`src/rtl/oc_adder_pkg.sv`:
```
package oc_adder_pkg;
  localparam int WORD_W = 16;
  localparam int LOW_W  = 12;
  localparam int SIGN_B = WORD_W - 1;
  localparam int OVF_B  = WORD_W - 2;

  typedef enum logic [1:0] {Y_HOLD, Y_FULL, Y_LOW, Y_SHIFT} yMode_e;
  typedef enum logic [1:0] {RD_NONE, RD_FULL, RD_EXT} rdMode_e;

  typedef struct packed {
    logic              xClear;
    logic              xCopyA;
    logic [WORD_W-1:0] xConst;
    yMode_e            yMode;
    logic              ciSet;
    logic              ciClear;
    logic              eacOn;
    logic              eacOff;
    logic              fillBlock;
    rdMode_e           rdMode;
  } strobe_t;
endpackage

```
`src/rtl/oc_adder_ctrl.sv`:
```
module oc_adder_ctrl
  import oc_adder_pkg::*;
(
  input  logic    brBit1,
  input  logic    lBit15,
  input  logic    shiftIncActive,
  input  logic    copyAN,
  input  logic    setX15N,
  input  logic    minusOneXN,
  input  logic    plusOneXN,
  input  logic    plusTwoXN,
  input  logic    carryInN,
  input  logic    clrXCondN,
  input  logic    loadYN,
  input  logic    loadY12N,
  input  logic    loadYShiftN,
  input  logic    fillGuardN,
  input  logic    eacHoldN,
  input  logic    eacFreeN,
  input  logic    readSumN,
  input  logic    readSumExtN,
  output strobe_t stb
);
  localparam logic [WORD_W-1:0] K_BIT15 = WORD_W'(1) << OVF_B;
  localparam logic [WORD_W-1:0] K_MONE  = ~(WORD_W'(1));
  localparam logic [WORD_W-1:0] K_PONE  = WORD_W'(1);
  localparam logic [WORD_W-1:0] K_PTWO  = WORD_W'(2);

  logic yAny;

  always_comb begin
    yAny = !loadYN || !loadY12N || !loadYShiftN;
    stb = '0;
    stb.xCopyA = !copyAN;
    stb.xConst = (!setX15N    ? K_BIT15 : '0)
               | (!minusOneXN ? K_MONE  : '0)
               | (!plusOneXN  ? K_PONE  : '0)
               | (!plusTwoXN  ? K_PTWO  : '0);
    stb.xClear = yAny || !minusOneXN || !plusOneXN || !plusTwoXN
               || (!clrXCondN && !brBit1);
    if (!loadYN)           stb.yMode = Y_FULL;
    else if (!loadYShiftN) stb.yMode = Y_SHIFT;
    else if (!loadY12N)    stb.yMode = Y_LOW;
    else                   stb.yMode = Y_HOLD;
    stb.ciSet     = !carryInN;
    stb.ciClear   = yAny;
    stb.eacOn     = !eacHoldN;
    stb.eacOff    = !eacFreeN;
    stb.fillBlock = shiftIncActive || (!fillGuardN && lBit15);
    if (!readSumN)         stb.rdMode = RD_FULL;
    else if (!readSumExtN) stb.rdMode = RD_EXT;
    else                   stb.rdMode = RD_NONE;
  end
endmodule

```
`src/rtl/oc_adder_dp.sv`:
```
module oc_adder_dp
  import oc_adder_pkg::*;
(
  input  logic              clk,
  input  logic              rst_n,
  input  strobe_t           stb,
  input  logic [WORD_W-1:0] busIn,
  input  logic [WORD_W-1:0] regA,
  output logic [WORD_W-1:0] busOut,
  output logic              busDrive
);
  logic [WORD_W-1:0] xReg, yReg, xNext, yNext, sumVal;
  logic [WORD_W:0]   rawSum;
  logic              ciReg, eacInhibit, shiftFill;

  always_comb begin
    xNext = (stb.xClear ? '0 : xReg) | stb.xConst | (stb.xCopyA ? regA : '0);
    shiftFill = busIn[SIGN_B] && !eacInhibit && !stb.fillBlock;
    unique case (stb.yMode)
      Y_FULL:  yNext = busIn;
      Y_LOW:   yNext = {{(WORD_W-LOW_W){1'b0}}, busIn[LOW_W-1:0]};
      Y_SHIFT: yNext = {busIn[SIGN_B], busIn[OVF_B-1:0], shiftFill};
      default: yNext = yReg;
    endcase
  end

  always_ff @(posedge clk or negedge rst_n) begin
    if (!rst_n) begin
      xReg       <= '0;
      yReg       <= '0;
      ciReg      <= 1'b0;
      eacInhibit <= 1'b0;
    end else begin
      xReg <= xNext;
      yReg <= yNext;
      if (stb.ciSet)        ciReg <= 1'b1;
      else if (stb.ciClear) ciReg <= 1'b0;
      if (stb.eacOn)        eacInhibit <= 1'b1;
      else if (stb.eacOff)  eacInhibit <= 1'b0;
    end
  end

  always_comb begin
    rawSum = {1'b0, xReg} + {1'b0, yReg} + {{WORD_W{1'b0}}, ciReg};
    sumVal = rawSum[WORD_W-1:0] + {{(WORD_W-1){1'b0}}, rawSum[WORD_W] & !eacInhibit};
    busDrive = (stb.rdMode != RD_NONE);
    unique case (stb.rdMode)
      RD_FULL: busOut = sumVal;
      RD_EXT:  busOut = {sumVal[OVF_B], sumVal[OVF_B], sumVal[OVF_B-1:0]};
      default: busOut = '0;
    endcase
  end

  p_hold_r12: assert property (@(posedge clk) disable iff (!rst_n)
    (!stb.xClear && !stb.xCopyA && stb.xConst == '0 && stb.yMode == Y_HOLD
     && !stb.ciSet && !stb.ciClear)
    |=> ($stable(xReg) && $stable(yReg) && $stable(ciReg)));

  p_full_load_r4: assert property (@(posedge clk) disable iff (!rst_n)
    (stb.yMode == Y_FULL) |=> (yReg == $past(busIn) && xReg == $past(stb.xConst | (stb.xCopyA ? regA : '0))));

  p_shift_load_r5: assert property (@(posedge clk) disable iff (!rst_n)
    (stb.yMode == Y_SHIFT) |=> (yReg[SIGN_B] == $past(busIn[SIGN_B])
                                && yReg[OVF_B:1] == $past(busIn[OVF_B-1:0])));

  p_fill_block_r6: assert property (@(posedge clk) disable iff (!rst_n)
    (stb.yMode == Y_SHIFT && (eacInhibit || stb.fillBlock)) |=> !yReg[0]);

  p_ci_clear_r10: assert property (@(posedge clk) disable iff (!rst_n)
    (stb.ciClear && !stb.ciSet) |=> !ciReg);

  p_inhibit_r11: assert property (@(posedge clk) disable iff (!rst_n)
    stb.eacOn |=> eacInhibit);

  p_ext_sign_r3: assert property (@(posedge clk) disable iff (!rst_n)
    (stb.rdMode == RD_EXT) |-> (busOut[SIGN_B] == busOut[OVF_B] && busDrive));

  p_idle_bus_r12: assert property (@(posedge clk) disable iff (!rst_n)
    (stb.rdMode == RD_NONE) |-> (busOut == '0 && !busDrive));
endmodule

```
`src/rtl/oc_adder_unit.sv`:
```
module oc_adder_unit
  import oc_adder_pkg::*;
(
  input  logic              clk,
  input  logic              rst_n,
  input  logic [WORD_W-1:0] busIn,
  input  logic [WORD_W-1:0] regA,
  input  logic              brBit1,
  input  logic              lBit15,
  input  logic              shiftIncActive,
  input  logic              copyAN,
  input  logic              setX15N,
  input  logic              minusOneXN,
  input  logic              plusOneXN,
  input  logic              plusTwoXN,
  input  logic              carryInN,
  input  logic              clrXCondN,
  input  logic              loadYN,
  input  logic              loadY12N,
  input  logic              loadYShiftN,
  input  logic              fillGuardN,
  input  logic              eacHoldN,
  input  logic              eacFreeN,
  input  logic              readSumN,
  input  logic              readSumExtN,
  output logic [WORD_W-1:0] busOut,
  output logic              busDrive
);
  strobe_t stb;

  oc_adder_ctrl u_ctrl (
    .brBit1(brBit1), .lBit15(lBit15), .shiftIncActive(shiftIncActive),
    .copyAN(copyAN), .setX15N(setX15N), .minusOneXN(minusOneXN),
    .plusOneXN(plusOneXN), .plusTwoXN(plusTwoXN), .carryInN(carryInN),
    .clrXCondN(clrXCondN), .loadYN(loadYN), .loadY12N(loadY12N),
    .loadYShiftN(loadYShiftN), .fillGuardN(fillGuardN), .eacHoldN(eacHoldN),
    .eacFreeN(eacFreeN), .readSumN(readSumN), .readSumExtN(readSumExtN),
    .stb(stb)
  );

  oc_adder_dp u_dp (
    .clk(clk), .rst_n(rst_n), .stb(stb), .busIn(busIn), .regA(regA),
    .busOut(busOut), .busDrive(busDrive)
  );
endmodule

```
`config.mk`:
```
export PLATFORM = sky130hd
export DESIGN_NAME = oc_adder_unit
export DESIGN_NICKNAME = d
export VERILOG_FILES = /design/src/rtl/oc_adder_pkg.sv /design/src/rtl/oc_adder_ctrl.sv /design/src/rtl/oc_adder_dp.sv /design/src/rtl/oc_adder_unit.sv
export SDC_FILE = /design/constraint.sdc
export NUM_CORES = 1
export LEC_CHECK = 0
export CAP_MARGIN = 5
export CORE_MARGIN = 5
export CORE_UTILIZATION = 50
export DETAILED_ROUTE_END_ITERATION = 8
export PLACE_DENSITY = 0.87
export SLEW_MARGIN = 30
export SYNTH_ARGS = -nofsm -noshare
export SYNTH_HDL_FRONTEND = slang
export SYNTH_SLANG_ARGS = --single-unit
```
`constraint.sdc`:
```
create_clock -name clk -period 5.8 [get_ports clk]
set_clock_uncertainty 0.15 [all_clocks]
set_input_delay 0.58 -clock clk [delete_from_list [all_inputs] [get_ports clk]]
set_output_delay 0.58 -clock clk [all_outputs]
set_load 0.01 [all_outputs]
```
==> run metrics <==
CTS sink cnt 34; # port buffers 68; die height roughly 85 microns; Mapped Avg Cell Area between 8 and 9 sq um; first-pass GRT wire length approximately 12,000 microns; Slowest cell on crit path clkdlybuf4s50_1; post-route setup TNS 0 ps; routed wire length a little over 7000 microns; Clock Latency Late Sink around 290 ps; Top FF cell, synth dfrtp_1; grt total ovfl 0; crit share post-route 0.923; area of placed instances roughly 3600 sq um; Hold Path Class reg -> reg; final core occ 0.672; clock slew at reported path FFs approximately 70 ps; core area 5470 sq um; vias in the first global route ~2,600; Post-route DRC 0; Cell Chain, Critical Path fa_1, inv_1, fa_1, nand2b_1, a211o_1, a21oi_2, o31a_1, o21a_1, o21ai_0, nand2b_1, a21oi_1, nor2_1, ha_1, and3_1, nand4_1, nor4b_4, buf_4, xnor2_1, nor2_1, clkdlybuf4s50_1; Pwr Total slightly above 900 uW; commonest cells after routing, fill and taps aside clkdlybuf4s50_1 (67), nor2_1 (35), dfrtp_1 (34); Final nets 459; Synth Instances 320; RSZ-0062 raised after global routing no; number of synthesized flops with an enable pin 0; WL/cell around 15 microns; Max-slew headroom 0.452; CTS tree yes; layout cell share with drive strength beyond 1 0.0825; post-synthesis to final-layout area growth 30.8%; CTS Buf Count 5; WS Path Type reg -> out; ant diodes 0; post-route cell area 3680 sq um; die width 85.0 microns; Syn Nets 392; largest net degree at the start of global routing 35; number of hold buffers added after cts 0; all-layer global routing usage 0.201; row count 27; critical path capture point type output pin; Starting Density 0.514; peak supply drop between 0.00015 and 0.0002 V; PD cells around 250 nW/um^2; commonest non-fill, non-tap cell in the layout clkdlybuf4s50_1; status complete, no violations; Yosys warnings 0; CP Data Required Time a little over 5000 ps; maximum buffer depth of the clock tree 2; async set-or-reset flop fraction in the synthesized netlist 1.00; die area roughly 7200 sq um; final worst path period need 5350 ps; Hold Vio Cnt, Final 0; Post-DRT Antenna Nets 0; Startpoint Class flip-flop; Post-Synthesis Cell Area around 2800 sq um; Clock H-tree levels 2; # IOs around 70; fmax around 0.19 GHz; leakage power roughly 0.0015 uW; Root Buffer clkbuf_8; initial antenna violation count 0; final setup vio count 0; Worst Path Arrival between 4000 and 5000 ps; drt pass-1 iters 4; CP peak stage delay between 500 and 600 ps; register area share after synthesis 0.303; Via density about 5.6; Initial DRC Count around 160; Unique masters post-synth 63; GP Congestion between 0.8 and 0.9; routed via count 2,586; Detailed Place HPWL roughly 5700 microns; fin. max-slew vios 0; Least-Margin Pin Slew ~800 ps; synthesis-stage register bit count 34; Critical Path Fanout Max 4; Max Cap Viol 0
==> routing by layer <==
| metal | vias up | wire length, microns | track usage |
|---|---|---|---|
| met5 | - | 0 | 0 |
| met3 | 13 | 483 | 0.0456 |
| li1 | 1289 | - | - |
| met4 | 0 | 125 | 0.0777 |
| met2 | 79 | 3410 | 0.345 |
| met1 | 1205 | 3050 | 0.245 |
==> critical path: cells and delay by family, from the launching register on <==
kind | cells | cell delay (ps)
adders and majority gates | 3 | 830
buffers and inverters | 3 | 780
xor gates and xnor gates | 1 | 50
and+or+nand+nor | 7 | 1340
DFF | 1 | 380
AOI/OAI and AO/OA | 6 | 920
==> synth_stat cells, types with 3 or more instances <==
master      n  area share
a21o_1      4       0.011
inv_1      14       0.019
or2_2       3      0.0067
a21oi_1    11       0.020
and3_1      3      0.0067
ha_1       18       0.080
clkbuf_1   10       0.013
a22o_1     20       0.062
a211oi_2    3       0.013
nand2_1    30       0.040
nor3_1      4      0.0071
nand4_1     3      0.0067
nand3_1    22       0.039
nor2_1     36       0.048
xor2_1      7       0.022
and2_1      4      0.0089
a22oi_1     4       0.011
dfrtp_1    34        0.30
nand2b_1   17       0.038
o21a_1      4       0.011
xnor2_1    14       0.044
o21ai_0     6       0.011
o2111ai_1   3      0.0093
==> final timing paths <==
check | startpoint | to | slack (ps) | cells past startpoint
setup / recovery | u_dp.yReg[0] | busOut[13] | 450 | 20
hold / removal | u_dp.xReg[10] | u_dp.xReg[10] | 370 | 2
setup reg to reg | u_dp.eacInhibit | u_dp.yReg[0] | 4540 | 3
hold reg to reg | u_dp.xReg[10] | u_dp.xReg[10] | 370 | 2
max in group asynchronous | rst_n | u_dp.yReg[11] | 4650 | 2
min in group asynchronous | rst_n | u_dp.yReg[0] | 540 | 2
==> through the flow <==
stage               worst slack (ps)  hold slack [ps]  cells
finish                           449              366    460
global route                     147              404    460
CTS                              249              370    459
detailed placement               562              354    451
global placement                 709              345    451
floorplan                       1430              134    320
==> where the power goes <==
group          total (uW)  internal [uW]  leakage, uW  switching, uW
logic                 434            215      0.00109            218
registers             269            255     0.000386           14.1
clock network         216            128    0.0000514           87.9
total                 919            599      0.00153            320
==> layout make-up <==
type / instances / area [sq um]
clock buffer: 6 / 72.6
clock inverter: 2 / 37.5
fill: 459 / 1790
inverter: 14 / 52.6
multi-input combinational: 261 / 1870
sequential: 34 / 851
tap: 72 / 90.1
timing repair buffer: 71 / 706
==> kinds of logic (layout without fill, tap and decap cells) <==
group           count (synthesis)  in the layout  synth area share
simple gates                  140            140             0.264
compound gates                 76             76             0.222
flops                          34             34             0.303
buf+inv                        25             93            0.0334
xor+xnor                       22             22            0.0712
fa+ha+maj                      20             20            0.0944
mux                             3              3            0.0125
==> what timing repair did <==
item                       CTS  global route
buffers inserted             0             1
gates resized for setup      0             1
setup endpoints to repair    0             1
==> state kept, by name, indices dropped and copies added, names as in the netlist <==
signal and cells:
u_dp.yReg 16, u_dp.ciReg 1, u_dp.eacInhibit 1, u_dp.xReg 16
Power figures use the tool's default switching activity.
